## src/rtl/pys_pkg.sv

```systemverilog
package pys_pkg;
  parameter int NUM_CTX = 8;
  parameter int CLASS_W = 3;
  parameter int COST_W  = 8;
  parameter int PRES_W  = 16;
  localparam int CTX_W     = $clog2(NUM_CTX);
  localparam int NUM_CLASS = 1 << CLASS_W;

  // strobes from control to datapath
  typedef struct packed {
    logic             clearPres;
    logic [CTX_W-1:0] selCtx;
  } ctlStrobe_t;
endpackage

```

## src/rtl/pys_datapath.sv

```systemverilog
module pys_datapath
  import pys_pkg::*;
#(
  parameter int RST_THRESH = 16,
  parameter int RST_COST   = 1
) (
  input  logic               clk,
  input  logic               rstN,
  input  logic               decValid,
  input  logic [CLASS_W-1:0] decClass,
  input  logic               cfgThreshWe,
  input  logic [PRES_W-1:0]  cfgThresh,
  input  logic               cfgCostWe,
  input  logic [CLASS_W-1:0] cfgCostIdx,
  input  logic [COST_W-1:0]  cfgCost,
  input  ctlStrobe_t         ctl,
  output logic               trigger
);
  localparam int SUM_W = PRES_W + 1;

  logic [COST_W-1:0] costTab [NUM_CLASS];
  logic [PRES_W-1:0] presQ   [NUM_CTX];
  logic [PRES_W-1:0] threshQ;
  logic [SUM_W-1:0]  sumWide;
  logic [PRES_W-1:0] sumSat;

  always_ff @(posedge clk or negedge rstN) begin
    if (!rstN) threshQ <= PRES_W'(RST_THRESH);
    else if (cfgThreshWe) threshQ <= cfgThresh;
  end

  for (genvar c = 0; c < NUM_CLASS; c++) begin : g_cost
    always_ff @(posedge clk or negedge rstN) begin
      if (!rstN) costTab[c] <= COST_W'(RST_COST);
      else if (cfgCostWe && (cfgCostIdx == CLASS_W'(c))) costTab[c] <= cfgCost;
    end
  end

  always_comb begin
    sumWide = {1'b0, presQ[ctl.selCtx]};
    if (decValid) sumWide = sumWide + SUM_W'(costTab[decClass]);
    sumSat  = sumWide[PRES_W] ? '1 : sumWide[PRES_W-1:0];
    trigger = (sumSat >= threshQ);
  end

  for (genvar i = 0; i < NUM_CTX; i++) begin : g_pres
    always_ff @(posedge clk or negedge rstN) begin
      if (!rstN) presQ[i] <= '0;
      else if (ctl.selCtx == CTX_W'(i)) presQ[i] <= ctl.clearPres ? '0 : sumSat;
    end
  end
endmodule

```

## src/rtl/pys_control.sv

```systemverilog
module pys_control
  import pys_pkg::*;
(
  input  logic               clk,
  input  logic               rstN,
  input  logic               trigger,
  input  logic [NUM_CTX-1:0] ctxReady,
  output ctlStrobe_t         ctl,
  output logic [CTX_W-1:0]   activeCtx,
  output logic               switchPulse
);
  logic [CTX_W-1:0] curQ;
  logic [CTX_W-1:0] nextCtx;
  logic             found;
  logic             pulseQ;

  always_comb begin
    found   = 1'b0;
    nextCtx = curQ;
    for (int k = 1; k < NUM_CTX; k++) begin
      if (!found && ctxReady[curQ + CTX_W'(k)]) begin
        found   = 1'b1;
        nextCtx = curQ + CTX_W'(k);
      end
    end
  end

  always_ff @(posedge clk or negedge rstN) begin
    if (!rstN) begin
      curQ   <= '0;
      pulseQ <= 1'b0;
    end else begin
      pulseQ <= trigger && found;
      if (trigger && found) curQ <= nextCtx;
    end
  end

  assign ctl.selCtx    = curQ;
  assign ctl.clearPres = trigger;
  assign activeCtx     = curQ;
  assign switchPulse   = pulseQ;
endmodule

```

## src/rtl/pys_top.sv

```systemverilog
module pys_top
  import pys_pkg::*;
(
  input  logic               clk,
  input  logic               rstN,
  input  logic               decValid,
  input  logic [CLASS_W-1:0] decClass,
  input  logic [NUM_CTX-1:0] ctxReady,
  input  logic               cfgThreshWe,
  input  logic [PRES_W-1:0]  cfgThresh,
  input  logic               cfgCostWe,
  input  logic [CLASS_W-1:0] cfgCostIdx,
  input  logic [COST_W-1:0]  cfgCost,
  output logic [CTX_W-1:0]   activeCtx,
  output logic               switchPulse
);
  ctlStrobe_t ctl;
  logic       trigger;

  pys_datapath u_dp (
    .clk(clk), .rstN(rstN), .decValid(decValid), .decClass(decClass),
    .cfgThreshWe(cfgThreshWe), .cfgThresh(cfgThresh),
    .cfgCostWe(cfgCostWe), .cfgCostIdx(cfgCostIdx), .cfgCost(cfgCost),
    .ctl(ctl), .trigger(trigger)
  );

  pys_control u_ctl (
    .clk(clk), .rstN(rstN), .trigger(trigger), .ctxReady(ctxReady),
    .ctl(ctl), .activeCtx(activeCtx), .switchPulse(switchPulse)
  );
endmodule

```

## config.mk

```make
export PLATFORM = sky130hd
export DESIGN_NAME = pys_top
export DESIGN_NICKNAME = d
export VERILOG_FILES = /design/src/rtl/pys_pkg.sv /design/src/rtl/pys_datapath.sv /design/src/rtl/pys_control.sv /design/src/rtl/pys_top.sv
export SDC_FILE = /design/constraint.sdc
export NUM_CORES = 1
export LEC_CHECK = 0
export ABC_AREA = 1
export ABC_CLOCK_PERIOD_IN_PS = 5600
export BUFFER_PORTS_ARGS = -buffer_cell sky130_fd_sc_hd__buf_2
export CORE_UTILIZATION = 40
export CTS_BUF_LIST = sky130_fd_sc_hd__clkbuf_8
export CTS_CLUSTER_DIAMETER = 30
export DETAILED_ROUTE_END_ITERATION = 6
export PLACE_DENSITY = 0.65
export SYNTH_ARGS = -nofsm -noshare
export SYNTH_HDL_FRONTEND = slang
export SYNTH_SLANG_ARGS = --single-unit
```

## constraint.sdc

```tcl
create_clock -name clk -period 5.6 [get_ports clk]
set_clock_uncertainty 0.15 [all_clocks]
set_input_delay 0.28 -clock clk [delete_from_list [all_inputs] [get_ports clk]]
set_output_delay 0.28 -clock clk [all_outputs]
set_load 0.01 [all_outputs]
```

==> summary.txt, run 1 <==
Cells and area
  • Sequential Area: 0.00532 sq mm
  • Nets: 1,549
  • Core Util, Final: 0.479
  • Fraction of layout cells with a size suffix above 1: 0.159
  • # fillers: 2,713
  • Inserted Diodes: 0
  • Layout area overhead: 17.5%
  • Multi-input logic area: 0.00529 sq mm
  • Post-Layout Cell Count: 1,890

Clock network
  • Clock sinks: 212
  • CTS buffer count: 48
  • Worst-path clk slew: 0.05 ns
  • CTS tree: built
  • Setup Fix Bufs, Post-CTS: 0
  • Skew-Pair Late Insertion Delay: 0.57 ns
  • CTS root buf: clkbuf_8
  • H-tree level count: 2
  • Max Buffers Root-to-Sink: 3

Timing
  • RSZ-0062 raised after global routing: no
  • Tightest Pin Transition: 1.15 ns
  • Final hold vios: 0
  • Setup ws final: 0.467 ns
  • Slew Viols, Final: 0
  • Maximum clock rate: 195 MHz
  • Setup TNS: 0 ns
  • Min Tclk post-route: 5.13 ns
  • Setup violators final: 0
  • Slew headroom: 0.230
  • Fin crit share: 0.917

Floorplan
  • I/O pin count: 47
  • Die ar.: 0.0291 sq mm
  • Initial Util: 0.408
  • FP Rows: 61
  • Die width: 171 um
  • Die Height: 171 um
  • Core area: 0.0279 sq mm

Global routing
  • GRT overflow: 0
  • Tot GR Track Use: 0.212
  • Vias in the first global route: 9,496
  • Initial antenna violation count: 0
  • Met1 Usage GRT: 0.274
  • Largest net degree at the start of global routing: 108
  • First-pass GRT wire length: 48.9 mm
  • Met3 Track Usage GR: 0.0340
  • GR peak layer: met2
  • M2 GR Usage: 0.355

Logic synthesis
  • Yosys top cell by area: dfrtp_1
  • Post-synth cell types: 48
  • Yosys Warn Count: 0
  • Async SR Flop Fraction: 1.00
  • Synth Cell Area: 0.0114 sq mm
  • EDFF count, synth: 0
  • Cells after Synth: 1,403
  • Avg Inst Size Synth: 8.10 sq um
  • Synthesis-stage register bit count: 212
  • Syn nets: 1,479
  • Sequential share of the synthesized area: 0.468
  • Largest cells by area after synthesis: dfrtp_1 (45%), nand2_1 (11%), o21ai_0 (8.6%)
  • Post-synth top area share: 0.447
  • Commonest register cell after synthesis: dfrtp_1

Route
  • Drt pass-1 iters: 5
  • Total wire length: 29.8 mm
  • Vias per cell: 5.13
  • Post-DRT Antenna Nets: 0
  • Remaining DRCs: 0
  • Vias: 9,695
  • DRT iter0 DRCs: 799
  • Avg WL per Cell: 15.8 um

Status
  • Outcome: complete, no violations

Worst setup path
  • FF-to-FF Start: u_ctl.activeCtx[1]
  • Crit. End Element: flop
  • CP delay by family, top: simple AND/OR/NAND/NOR gates
  • CP Launch Point: u_ctl.activeCtx[1]
  • Crit path required time: 5.85 ns
  • Worst setup SP type: flop
  • Crit path kind: flop to flop
  • CP max FO: 22
  • Critical path's slowest cell: dfrtp_2
  • WP data arrival: 5.39 ns
  • Critical path's largest stage delay: 0.54 ns
  • Buf/Inv on CP: 3

Power and ir drop
  • Leakage power: 6.43 nW
  • Power Total: 0.00911 W
  • Peak VDD IR: 420 uV
  • PD cells: 682 mW/mm^2

Placement
  • Gp weighted congestion: 0.917
  • Count of input and output buffers: 46
  • Cells after DPL: 1,775
  • Detailed placement HPWL: 19.1 mm
  • Post-place setup slack: 0.120 ns

Flow run
  • Max-cap check violation count: 0

Hold path
  • Hold_sp: cfgThreshWe
  • Min-delay worst type: input pin to flop
flip-flops by register name, indices dropped and copies added (netlist names):
name,cells
u_dp.presQ,128
u_ctl.activeCtx,3
u_dp.threshQ,16
u_ctl.switchPulse,1
u_dp.costTab,64
layout by cell type, fill, tap and decap left out, types with 12 or more instances in the layout:
| cell type | instances |
|---|---|
| nand2_1 | 346 |
| dfrtp_1 | 201 |
| o21ai_0 | 196 |
| nor2_1 | 167 |
| inv_1 | 88 |
| o21ai_1 | 73 |
| clkbuf_8 | 59 |
| nand3_1 | 56 |
| buf_2 | 45 |
| ha_1 | 32 |
| dlygate4sd3_1 | 26 |
| o21ai_2 | 19 |
| buf_4 | 18 |
| a21oi_1 | 16 |
| o211ai_1 | 14 |
| nand2_2 | 13 |
| nand4_1 | 12 |
cells by family after synthesis:
logic type,count (synthesis),synth area share
flip-flops,212,0.468
XOR/XNOR,6,0.00462
AND/OR/NAND/NOR,634,0.245
multiplexers,1,0.000991
AO/OA/AOI/OAI,353,0.177
adder cells (fa/ha/maj),33,0.0370
buffers and inverters,164,0.0676
Yosys cell counts, types with 2 or more instances:
master / number
nor2_4: 6
nand3_4: 5
nand2_4: 9
buf_4: 2
o211ai_1: 14
xor2_1: 4
nand3_1: 56
dfrtp_1: 203
nor3_1: 3
o211ai_4: 2
clkinv_1: 2
nor2_1: 167
o21ai_0: 196
inv_2: 4
o211ai_2: 4
nand2_1: 346
xnor2_1: 2
nor2_2: 6
o21ai_1: 73
o32ai_1: 8
nand2_2: 13
or2_0: 2
ha_1: 32
inv_1: 81
nand4_1: 12
buf_2: 7
dfstp_2: 9
o22ai_1: 2
nand3_2: 5
o2111ai_1: 8
buf_6: 14
o21ai_2: 19
clkbuf_1: 49
a21oi_1: 16
a31oi_1: 9
path summary, 6_finish.rpt:
check / to / slack [ns] / cells past startpoint
setup / recovery: u_dp.presQ[40] / 0.47 / 25
hold / removal: u_dp.threshQ[11] / 0.03 / 3
setup reg to reg: u_dp.presQ[40] / 0.47 / 25
hold reg to reg: u_dp.presQ[2] / 0.33 / 2
max in group asynchronous: u_dp.presQ[69] / 3.71 / 3
min in group asynchronous: u_dp.threshQ[10] / 0.28 / 2
routing by layer:
metal  up-vias  routed length (um)
met2       274               14100
met1      4534               13300
met5         -                   0
li1       4820                   -
met4         0                 875
met3        67                1550
cell type report:
type	instances	area share
Inverter	90	0.0271
Tap cell	378	0.0354
Sequential cell	212	0.398
Multi-Input combinational cell	1027	0.396
Clock buffer	58	0.0598
Timing Repair Buffer	94	0.0528
Clock inverter	31	0.0303
timing repair:
item	in CTS	in global routing
setup endpoints to repair	0	104
gates resized for setup	0	7
hold buffers	26	0
hold endpoints to repair	183	0
stage by stage:
stage | hold slack (ns) | instance area (sq um)
6_report | 0.0279 | 13400
4_1_cts | 0.0101 | 13300
3_5_place_dp | 0.315 | 11900
2_1_floorplan | -0.166 | 11400
3_3_place_gp | 0.311 | 11900
5_1_grt | 0.0828 | 13400
power breakdown:
group | switching, W | total (W) | internal (W)
Sequential | 0.000258 | 0.00227 | 0.00201
Combinational | 0.00323 | 0.00471 | 0.00148
Clock | 0.000760 | 0.00213 | 0.00137
worst register-to-register path: cells and delay by family, from the launching register on:
| kind | cells | cell delay [ns] |
|---|---|---|
| flops | 1 | 0.54 |
| buf+inv | 3 | 0.57 |
| simple gates | 15 | 2.14 |
| compound gates | 4 | 0.80 |
| fa+ha+maj | 3 | 0.77 |
Power figures use the tool's default switching activity.
==> run 2: changes to the inputs <==
--- a/config.mk
+++ b/config.mk
@@ -6,13 +6,13 @@
 export NUM_CORES = 1
 export LEC_CHECK = 0
 export ABC_AREA = 1
-export ABC_CLOCK_PERIOD_IN_PS = 5600
+export ABC_CLOCK_PERIOD_IN_PS = 5800
 export BUFFER_PORTS_ARGS = -buffer_cell sky130_fd_sc_hd__buf_2
-export CORE_UTILIZATION = 40
+export CORE_UTILIZATION = 64
 export CTS_BUF_LIST = sky130_fd_sc_hd__clkbuf_8
 export CTS_CLUSTER_DIAMETER = 30
 export DETAILED_ROUTE_END_ITERATION = 6
-export PLACE_DENSITY = 0.65
+export PLACE_DENSITY = 0.91
 export SYNTH_ARGS = -nofsm -noshare
 export SYNTH_HDL_FRONTEND = slang
 export SYNTH_SLANG_ARGS = --single-unit
==> constraint.sdc (replaced) <==
create_clock -name clk -period 5.8 [get_ports clk]
set_clock_uncertainty 0.15 [all_clocks]
set_input_delay 0.29 -clock clk [delete_from_list [all_inputs] [get_ports clk]]
set_output_delay 0.29 -clock clk [all_outputs]
set_load 0.01 [all_outputs]
==> run 2 against run 1 <==
Effect of this change: global-route usage grew 13 points; worst setup slack worse by 0.024 ns; die area shrank 37%; first-iteration DRC count up 1.4%; sequential share of layout area increased by 2.0 points; cell count shrank 9.7%; total power fell by 8.5%; wire length is 0.14% lower; via count grew 5.8%.
==> summary.txt, run 2 (same netlist as run 1, synthesis figures left out) <==
Power and ir drop
  • Leakage power: 6.24 nW (-3.0%)
  • Peak VDD IR: 626 uV (+49%)
  • Power Total: 0.00833 W (-8.5%)
  • PD cells: 656 mW/mm^2 (-3.8%)

Worst setup path
  • Reg2reg setup slack: 0.44 ns (-0.02 ns)
  • Crit. End Element: flop
  • WP data arrival: 5.59 ns (+0.20 ns)
  • CP max FO: 21 (-4.5%)
  • CP Launch Point: u_ctl.activeCtx[2]
  • FF-to-FF Start: u_ctl.activeCtx[2]
  • Crit path kind: flop to flop
  • Worst setup endpoint: u_dp.presQ[104]
  • Worst R2R End: u_dp.presQ[104]
  • R2R depth: 25 (unchanged)
  • Crit path required time: 6.04 ns (+0.19 ns)
  • Worst setup SP type: flop

Cells and area
  • Layout area overhead: 11.8%
  • Top Registers: u_dp.presQ x128, u_dp.costTab x64, u_dp.threshQ x16
  • # fillers: 1,205 (-56%)
  • Max reg flops: 128 (unchanged)
  • Inserted Diodes: 0 (unchanged)
  • Fraction of layout cells with a size suffix above 1: 0.142 (-0.0170)
  • Commonest non-fill, non-tap cell in the layout: nand2_1
  • Reg with most FFs: u_dp.presQ
  • Most frequent cells in the layout: nand2_1 (346), dfrtp_1 (200), o21ai_0 (196), nor2_1 (167), inv_1 (90)
  • Nets: 1,530 (-1.2%)

Floorplan
  • Core area: 0.0173 sq mm (-38%)
  • Initial Util: 0.657 (+0.249)
  • Die Height: 135 um (-21%)
  • I/O pin count: 47 (unchanged)
  • FP Rows: 48 (-21%)
  • Die ar.: 0.0183 sq mm (-37%)
  • Die width: 135 um (-21%)

Route
  • Remaining DRCs: 0 (unchanged)
  • Avg WL per Cell: 17.4 um (+11%)
  • Post-DRT Antenna Nets: 0 (unchanged)
  • Vias per cell: 6.01 (+17%)
  • Total wire length: 29.7 mm (-0.14%)
  • Drt pass-1 iters: 5 (unchanged)
  • Vias: 10,261 (+5.8%)
  • DRT iter0 DRCs: 810 (+1.4%)

Clock network
  • CTS tree: built
  • Worst-path clk slew: 0.06 ns (about the same)
  • CTS root buf: clkbuf_8
  • CTS buffer count: 41 (-15%)
  • H-tree level count: 2 (unchanged)
  • Setup Fix Bufs, Post-CTS: 0 (unchanged)
  • Clock sinks: 212 (unchanged)
  • Max Buffers Root-to-Sink: 3 (unchanged)
  • Skew-Pair Late Insertion Delay: 0.56 ns (about the same)

Timing
  • Tightest Pin Transition: 1.26 ns (+0.107 ns)
  • Final hold vios: 0 (unchanged)
  • Fin crit share: 0.924 (+0.00700)
  • Slew Viols, Final: 0 (unchanged)
  • Maximum clock rate: 187 MHz (-4.2%)
  • Setup TNS: 0 ns (unchanged)
  • Min Tclk post-route: 5.36 ns (+0.224 ns)
  • Slew headroom: 0.159 (-0.0716)
  • Setup violators final: 0 (unchanged)
  • RSZ-0062 raised after global routing: no

Placement
  • Gp weighted congestion: 0.915 (-0.21%)
  • Detailed placement HPWL: 18.6 mm (-2.8%)
  • Count of input and output buffers: 46 (unchanged)

Flow run
  • Max-cap check violation count: 0 (unchanged)

Global routing
  • M2 GR Usage: 0.558 (+0.202)
  • GR peak layer: met2
  • Met1 Usage GRT: 0.424 (+0.150)
  • Vias in the first global route: 9,840 (+3.6%)
  • Largest net degree at the start of global routing: 82 (-24%)
  • Initial antenna violation count: 0 (unchanged)
  • GRT overflow: 0 (unchanged)
  • Met3 Track Usage GR: 0.0610 (+0.0270)
  • First-pass GRT wire length: 48.4 mm (-1.2%)
  • Tot GR Track Use: 0.338 (+0.125)

Status
  • Outcome: complete, no violations

Hold path
  • Min-delay worst type: input pin to flop
run 2: changes by cell type in the layout (fill, tap and decap cells not counted), sizes merged:
cell	delta
clkinvlp	-4
dlygate4sd3	-1
bufinv	-4
clkinv	+2
inv	+2
buf	-11
clkbuf	-14
run 2: worst min path at each step:
stage	from	end	slack (ns)	cells past startpoint
finish	cfgThreshWe	u_dp.threshQ[4]	0.03	3
global route	cfgThreshWe	u_dp.threshQ[4]	0.1	3
CTS	cfgThreshWe	u_dp.threshQ[4]	0.005	3
detailed placement	rstN	u_dp.presQ[25]	0.20	1
global placement	rstN	u_dp.presQ[25]	0.20	1
floorplan	rstN	u_ctl.activeCtx[0]	-0.16	0
run 2: report_power, final:
part           internal [W]  total [W]  switching, W
registers           0.00194    0.00221      0.000270
logic               0.00136    0.00452       0.00316
clock network      0.000935    0.00161      0.000671
run 2: final cells by class:
class                           instances  area, sq um  share of cell area
Tap cell                              225          282              0.0222
Clock buffer                           44          606              0.0477
Timing Repair Buffer                   82          584              0.0460
Clock inverter                         27          273              0.0215
Multi-Input combinational cell       1027         5280               0.416
Sequential cell                       212         5320               0.419
Inverter                               90          357              0.0281
run 2: per-stage QoR:
stage | std cells | hold WS [ns] | area (sq um) | utilization | setup WS, ns
global route | 1707 | 0.0972 | 12700 | 0.734 | 0.0122
global placement | 1611 | 0.200 | 11600 | 0.669 | 0.587
finish | 1707 | 0.0309 | 12700 | 0.734 | 0.443
CTS | 1707 | 0.00454 | 12700 | 0.734 | 0.283
floorplan | 1403 | -0.156 | 11400 | - | 1.27
detailed placement | 1611 | 0.201 | 11600 | 0.669 | 0.338
run 2: worst max-delay path: stages, from the launching register on:
cell and delay [ns]:
dfrtp_2 0.53, nor2_4 0.38, o21ai_0 0.16, o2111ai_1 0.35, ha_1 0.37, a21oi_1 0.18, nand2_1 0.07, nor2_1 0.17
o21ai_1 0.13, nand2_1 0.16, nor2_4 0.08, nand2_4 0.27, o21ai_1 0.16, ha_1 0.32, inv_1 0.04, nor2_1 0.09
nor2_1 0.06, o21ai_0 0.18, nand2_1 0.09, o211ai_1 0.10, nand2_1 0.08, nand3_1 0.15, clkinvlp_4 0.28, buf_4 0.31
nand2_2 0.20, o21ai_1 0.09
run 2: repair_timing:
| action | in CTS | in global routing |
|---|---|---|
| hold buffers | 25 | 0 |
| gates resized for setup | 0 | 3 |
| hold endpoints to repair | 127 | 0 |
| setup endpoints to repair | 0 | 95 |
run 2: routing by layer:
metal  routed length, um  up-vias  part of all wire
li1                    -     4766                 -
met1               11800     4884              0.40
met2               14200      502              0.48
met3                2210      109             0.074
met4                1490        0             0.050
met5                   0        -                 0
==> run 3: changes to the inputs <==
--- a/config.mk
+++ b/config.mk
@@ -12,7 +12,7 @@
 export CTS_BUF_LIST = sky130_fd_sc_hd__clkbuf_8
 export CTS_CLUSTER_DIAMETER = 30
 export DETAILED_ROUTE_END_ITERATION = 6
-export PLACE_DENSITY = 0.91
+export PLACE_DENSITY = 0.82
 export SYNTH_ARGS = -nofsm -noshare
 export SYNTH_HDL_FRONTEND = slang
 export SYNTH_SLANG_ARGS = --single-unit
==> run 3 against run 2 <==
Effect of this change: maximum frequency decreased by 1.4%; highest routed layer unchanged; clock power increased by 7%; cell count increased by 0.41%; total power increased by 1.2%; critical endpoint is now u_dp.presQ[55]; utilization increased by 0.66 points; worst setup slack got worse by 0.078 ns; cell area increased by 0.90%; sequential power about the same; flip-flop and latch count unchanged; first-iteration DRC count increased by 36%; global-route usage decreased by 0.74 points.
==> summary.txt, run 3 (same netlist as run 1, synthesis figures left out) <==
Status
  • Outcome: complete, no violations

Timing
  • Fin crit share: 0.937 (+0.0135)
  • Min Tclk post-route: 5.44 ns (+0.0784 ns)
  • Slew headroom: 0.176 (+0.0175)
  • Maximum clock rate: 184 MHz (-1.4%)
  • Setup TNS: 0 ns (unchanged)
  • Slew Viols, Final: 0 (unchanged)
  • Setup ws final: 0.365 ns (-0.0784 ns)
  • Setup violators final: 0 (unchanged)
  • RSZ-0062 raised after global routing: no
  • Final hold vios: 0 (unchanged)
  • Tightest Pin Transition: 1.23 ns (-0.0262 ns)

Placement
  • Gp weighted congestion: 0.957 (+4.5%)
  • Cells after DPL: 1,610 (-0.062%)
  • Detailed placement HPWL: 18.7 mm (+0.73%)
  • Post-place setup slack: 0.331 ns (-0.00642 ns)
  • Count of input and output buffers: 46 (unchanged)

Hold path
  • Hold_sp: cfgThreshWe
  • Min-delay worst type: input pin to flop
  • Hold Path End: u_dp.threshQ[13]
  • Hold Path Stages: 3 (unchanged)

Worst setup path
  • Reg2reg setup slack: 0.36 ns (-0.08 ns)
  • Worst R2R End: u_dp.presQ[55]
  • CP Launch Point: u_ctl.activeCtx[0]
  • R2R depth: 26 (+4.0%)
  • Worst setup SP type: flop
  • CP max FO: 71 (+240%)
  • Crit path required time: 6.09 ns (+0.05 ns)
  • Critical path's slowest cell: inv_4
  • Crit path kind: flop to flop
  • FF-to-FF Start: u_ctl.activeCtx[0]
  • Crit. End Element: flop
  • WP data arrival: 5.73 ns (+0.14 ns)
  • Critical path's largest stage delay: 0.54 ns (about the same)

Clock network
  • Max Buffers Root-to-Sink: 3 (unchanged)
  • H-tree level count: 2 (unchanged)
  • CTS buffer count: 42 (+2.4%)
  • Worst-path clk slew: 0.05 ns (about the same)
  • CTS tree: built
  • CTS root buf: clkbuf_8
  • Skew-Pair Late Insertion Delay: 0.55 ns (about the same)
  • Clock sinks: 212 (unchanged)
  • Setup Fix Bufs, Post-CTS: 0 (unchanged)

Cells and area
  • Inserted Diodes: 0 (unchanged)
  • Top Registers: u_dp.presQ x128, u_dp.costTab x64, u_dp.threshQ x16
  • # fillers: 1,304 (+8.2%)
  • Commonest non-fill, non-tap cell in the layout: nand2_1
  • Max reg flops: 128 (unchanged)
  • Most frequent cells in the layout: nand2_1 (346), dfrtp_1 (200), o21ai_0 (196), nor2_1 (167), inv_1 (89)
  • Post-Layout Cell Count: 1,714 (+0.41%)
  • Reg with most FFs: u_dp.presQ
  • Core Util, Final: 0.741 (+0.00658)
  • Layout area overhead: 12.8%
  • Multi-input logic area: 0.00528 sq mm (unchanged)
  • Nets: 1,533 (+0.20%)
  • Fraction of layout cells with a size suffix above 1: 0.145 (+0.00269)
  • Sequential Area: 0.00532 sq mm (unchanged)

Power and ir drop
  • Leakage power: 6.29 nW (+0.82%)
  • PD cells: 658 mW/mm^2 (+0.34%)
  • Net Sw Frac: 0.484 (-0.00770)
  • Clock power share: 0.204 (+0.011)
  • Peak VDD IR: 495 uV (-21%)
  • Power Internal: 0.00435 W (+2.8%)
  • Share of total power in combinational logic: 0.536 (-0.006)
  • Power share of the sequential group: 0.261 (-0.004)
  • Switching power: 0.00408 W (-0.35%)

Floorplan
  • Die ar.: 0.0183 sq mm (unchanged)
  • Die Height: 135 um (unchanged)
  • FP Rows: 48 (unchanged)
  • I/O pin count: 47 (unchanged)
  • Core area: 0.0173 sq mm (unchanged)
  • Initial Util: 0.657 (unchanged)
  • Die width: 135 um (unchanged)

Global routing
  • Initial antenna violation count: 0 (unchanged)
  • Largest net degree at the start of global routing: 131 (+60%)
  • First-pass GRT wire length: 47.5 mm (-1.8%)
  • GRT overflow: 0 (unchanged)
  • GR peak layer: met2
  • Met3 Track Usage GR: 0.0572 (-0.00374)
  • Tot GR Track Use: 0.331 (-0.00737)
  • M2 GR Usage: 0.520 (-0.0379)
  • Vias in the first global route: 9,361 (-4.9%)
  • Met1 Usage GRT: 0.457 (+0.0335)

Route
  • DRT iter0 DRCs: 1,099 (+36%)
  • Remaining DRCs: 0 (unchanged)
  • Vias: 9,989 (-2.7%)
  • Post-DRT Antenna Nets: 0 (unchanged)
  • Avg WL per Cell: 16.9 um (-3.1%)
  • Total wire length: 29.0 mm (-2.7%)
  • Drt pass-1 iters: 6 (+1)
  • Vias per cell: 5.83 (-3.0%)

Flow run
  • Max-cap check violation count: 0 (unchanged)
==> run 3: timing repair <==
action | 4_1_cts | 5_1_grt
endpoints found under the hold margin | 149 | 0
hold buffers | 28 | 0
setup endpoints to repair | 0 | 26
resized for setup | 0 | 2
==> run 3: critical path: cells and delay by family (launching register included) <==
kind | cells | cell delay [ns]
fa+ha+maj | 3 | 0.78
compound gates | 7 | 1.36
buf+inv | 4 | 1.03
flops | 1 | 0.43
simple gates | 12 | 1.57
==> run 3: power by group through the flow <==
| stage | sequential [W] | clock, W | combinational, W |
|---|---|---|---|
| 4_1_cts | 0.00219 | 0.00173 | 0.00446 |
| 5_1_grt | 0.00224 | 0.00179 | 0.00501 |
| 6_report | 0.00220 | 0.00172 | 0.00452 |
| 3_3_place_gp | 0.00219 | 0 | 0.00429 |
| 2_1_floorplan | 0.00212 | 0 | 0.00336 |
| 3_5_place_dp | 0.00221 | 0 | 0.00440 |
==> run 3: routing by layer <==
metal,vias up,part of all wire
li1,4758,-
met1,4751,0.43
met2,416,0.46
met3,64,0.080
met4,0,0.030
met5,-,0
==> run 3: how the worst max path moves through the flow <==
| stage | end | cells past startpoint |
|---|---|---|
| 2_1_floorplan | u_dp.presQ[65] | 30 |
| 3_3_place_gp | u_dp.presQ[71] | 28 |
| 3_5_place_dp | u_dp.presQ[55] | 27 |
| 4_1_cts | u_dp.presQ[55] | 24 |
| 5_1_grt | u_dp.presQ[55] | 26 |
| 6_report | u_dp.presQ[55] | 26 |
==> run 3: area by class of cell <==
class / instances / area share
clock buffer: 54 / 0.0580
clock inverter: 22 / 0.0180
inverter: 90 / 0.0275
multi-input combinational: 1027 / 0.412
sequential: 212 / 0.415
tap: 225 / 0.0220
timing repair buffer: 84 / 0.0473
==> run 3: through the flow <==
step / total power (W) / area, sq um / hold WS, ns
finish: 0.00844 / 12800 / 0.0473
global route: 0.00904 / 12800 / 0.0787
CTS: 0.00838 / 12800 / 0.0247
detailed placement: 0.00660 / 11600 / 0.214
global placement: 0.00648 / 11600 / 0.212
floorplan: 0.00548 / 11400 / -0.156
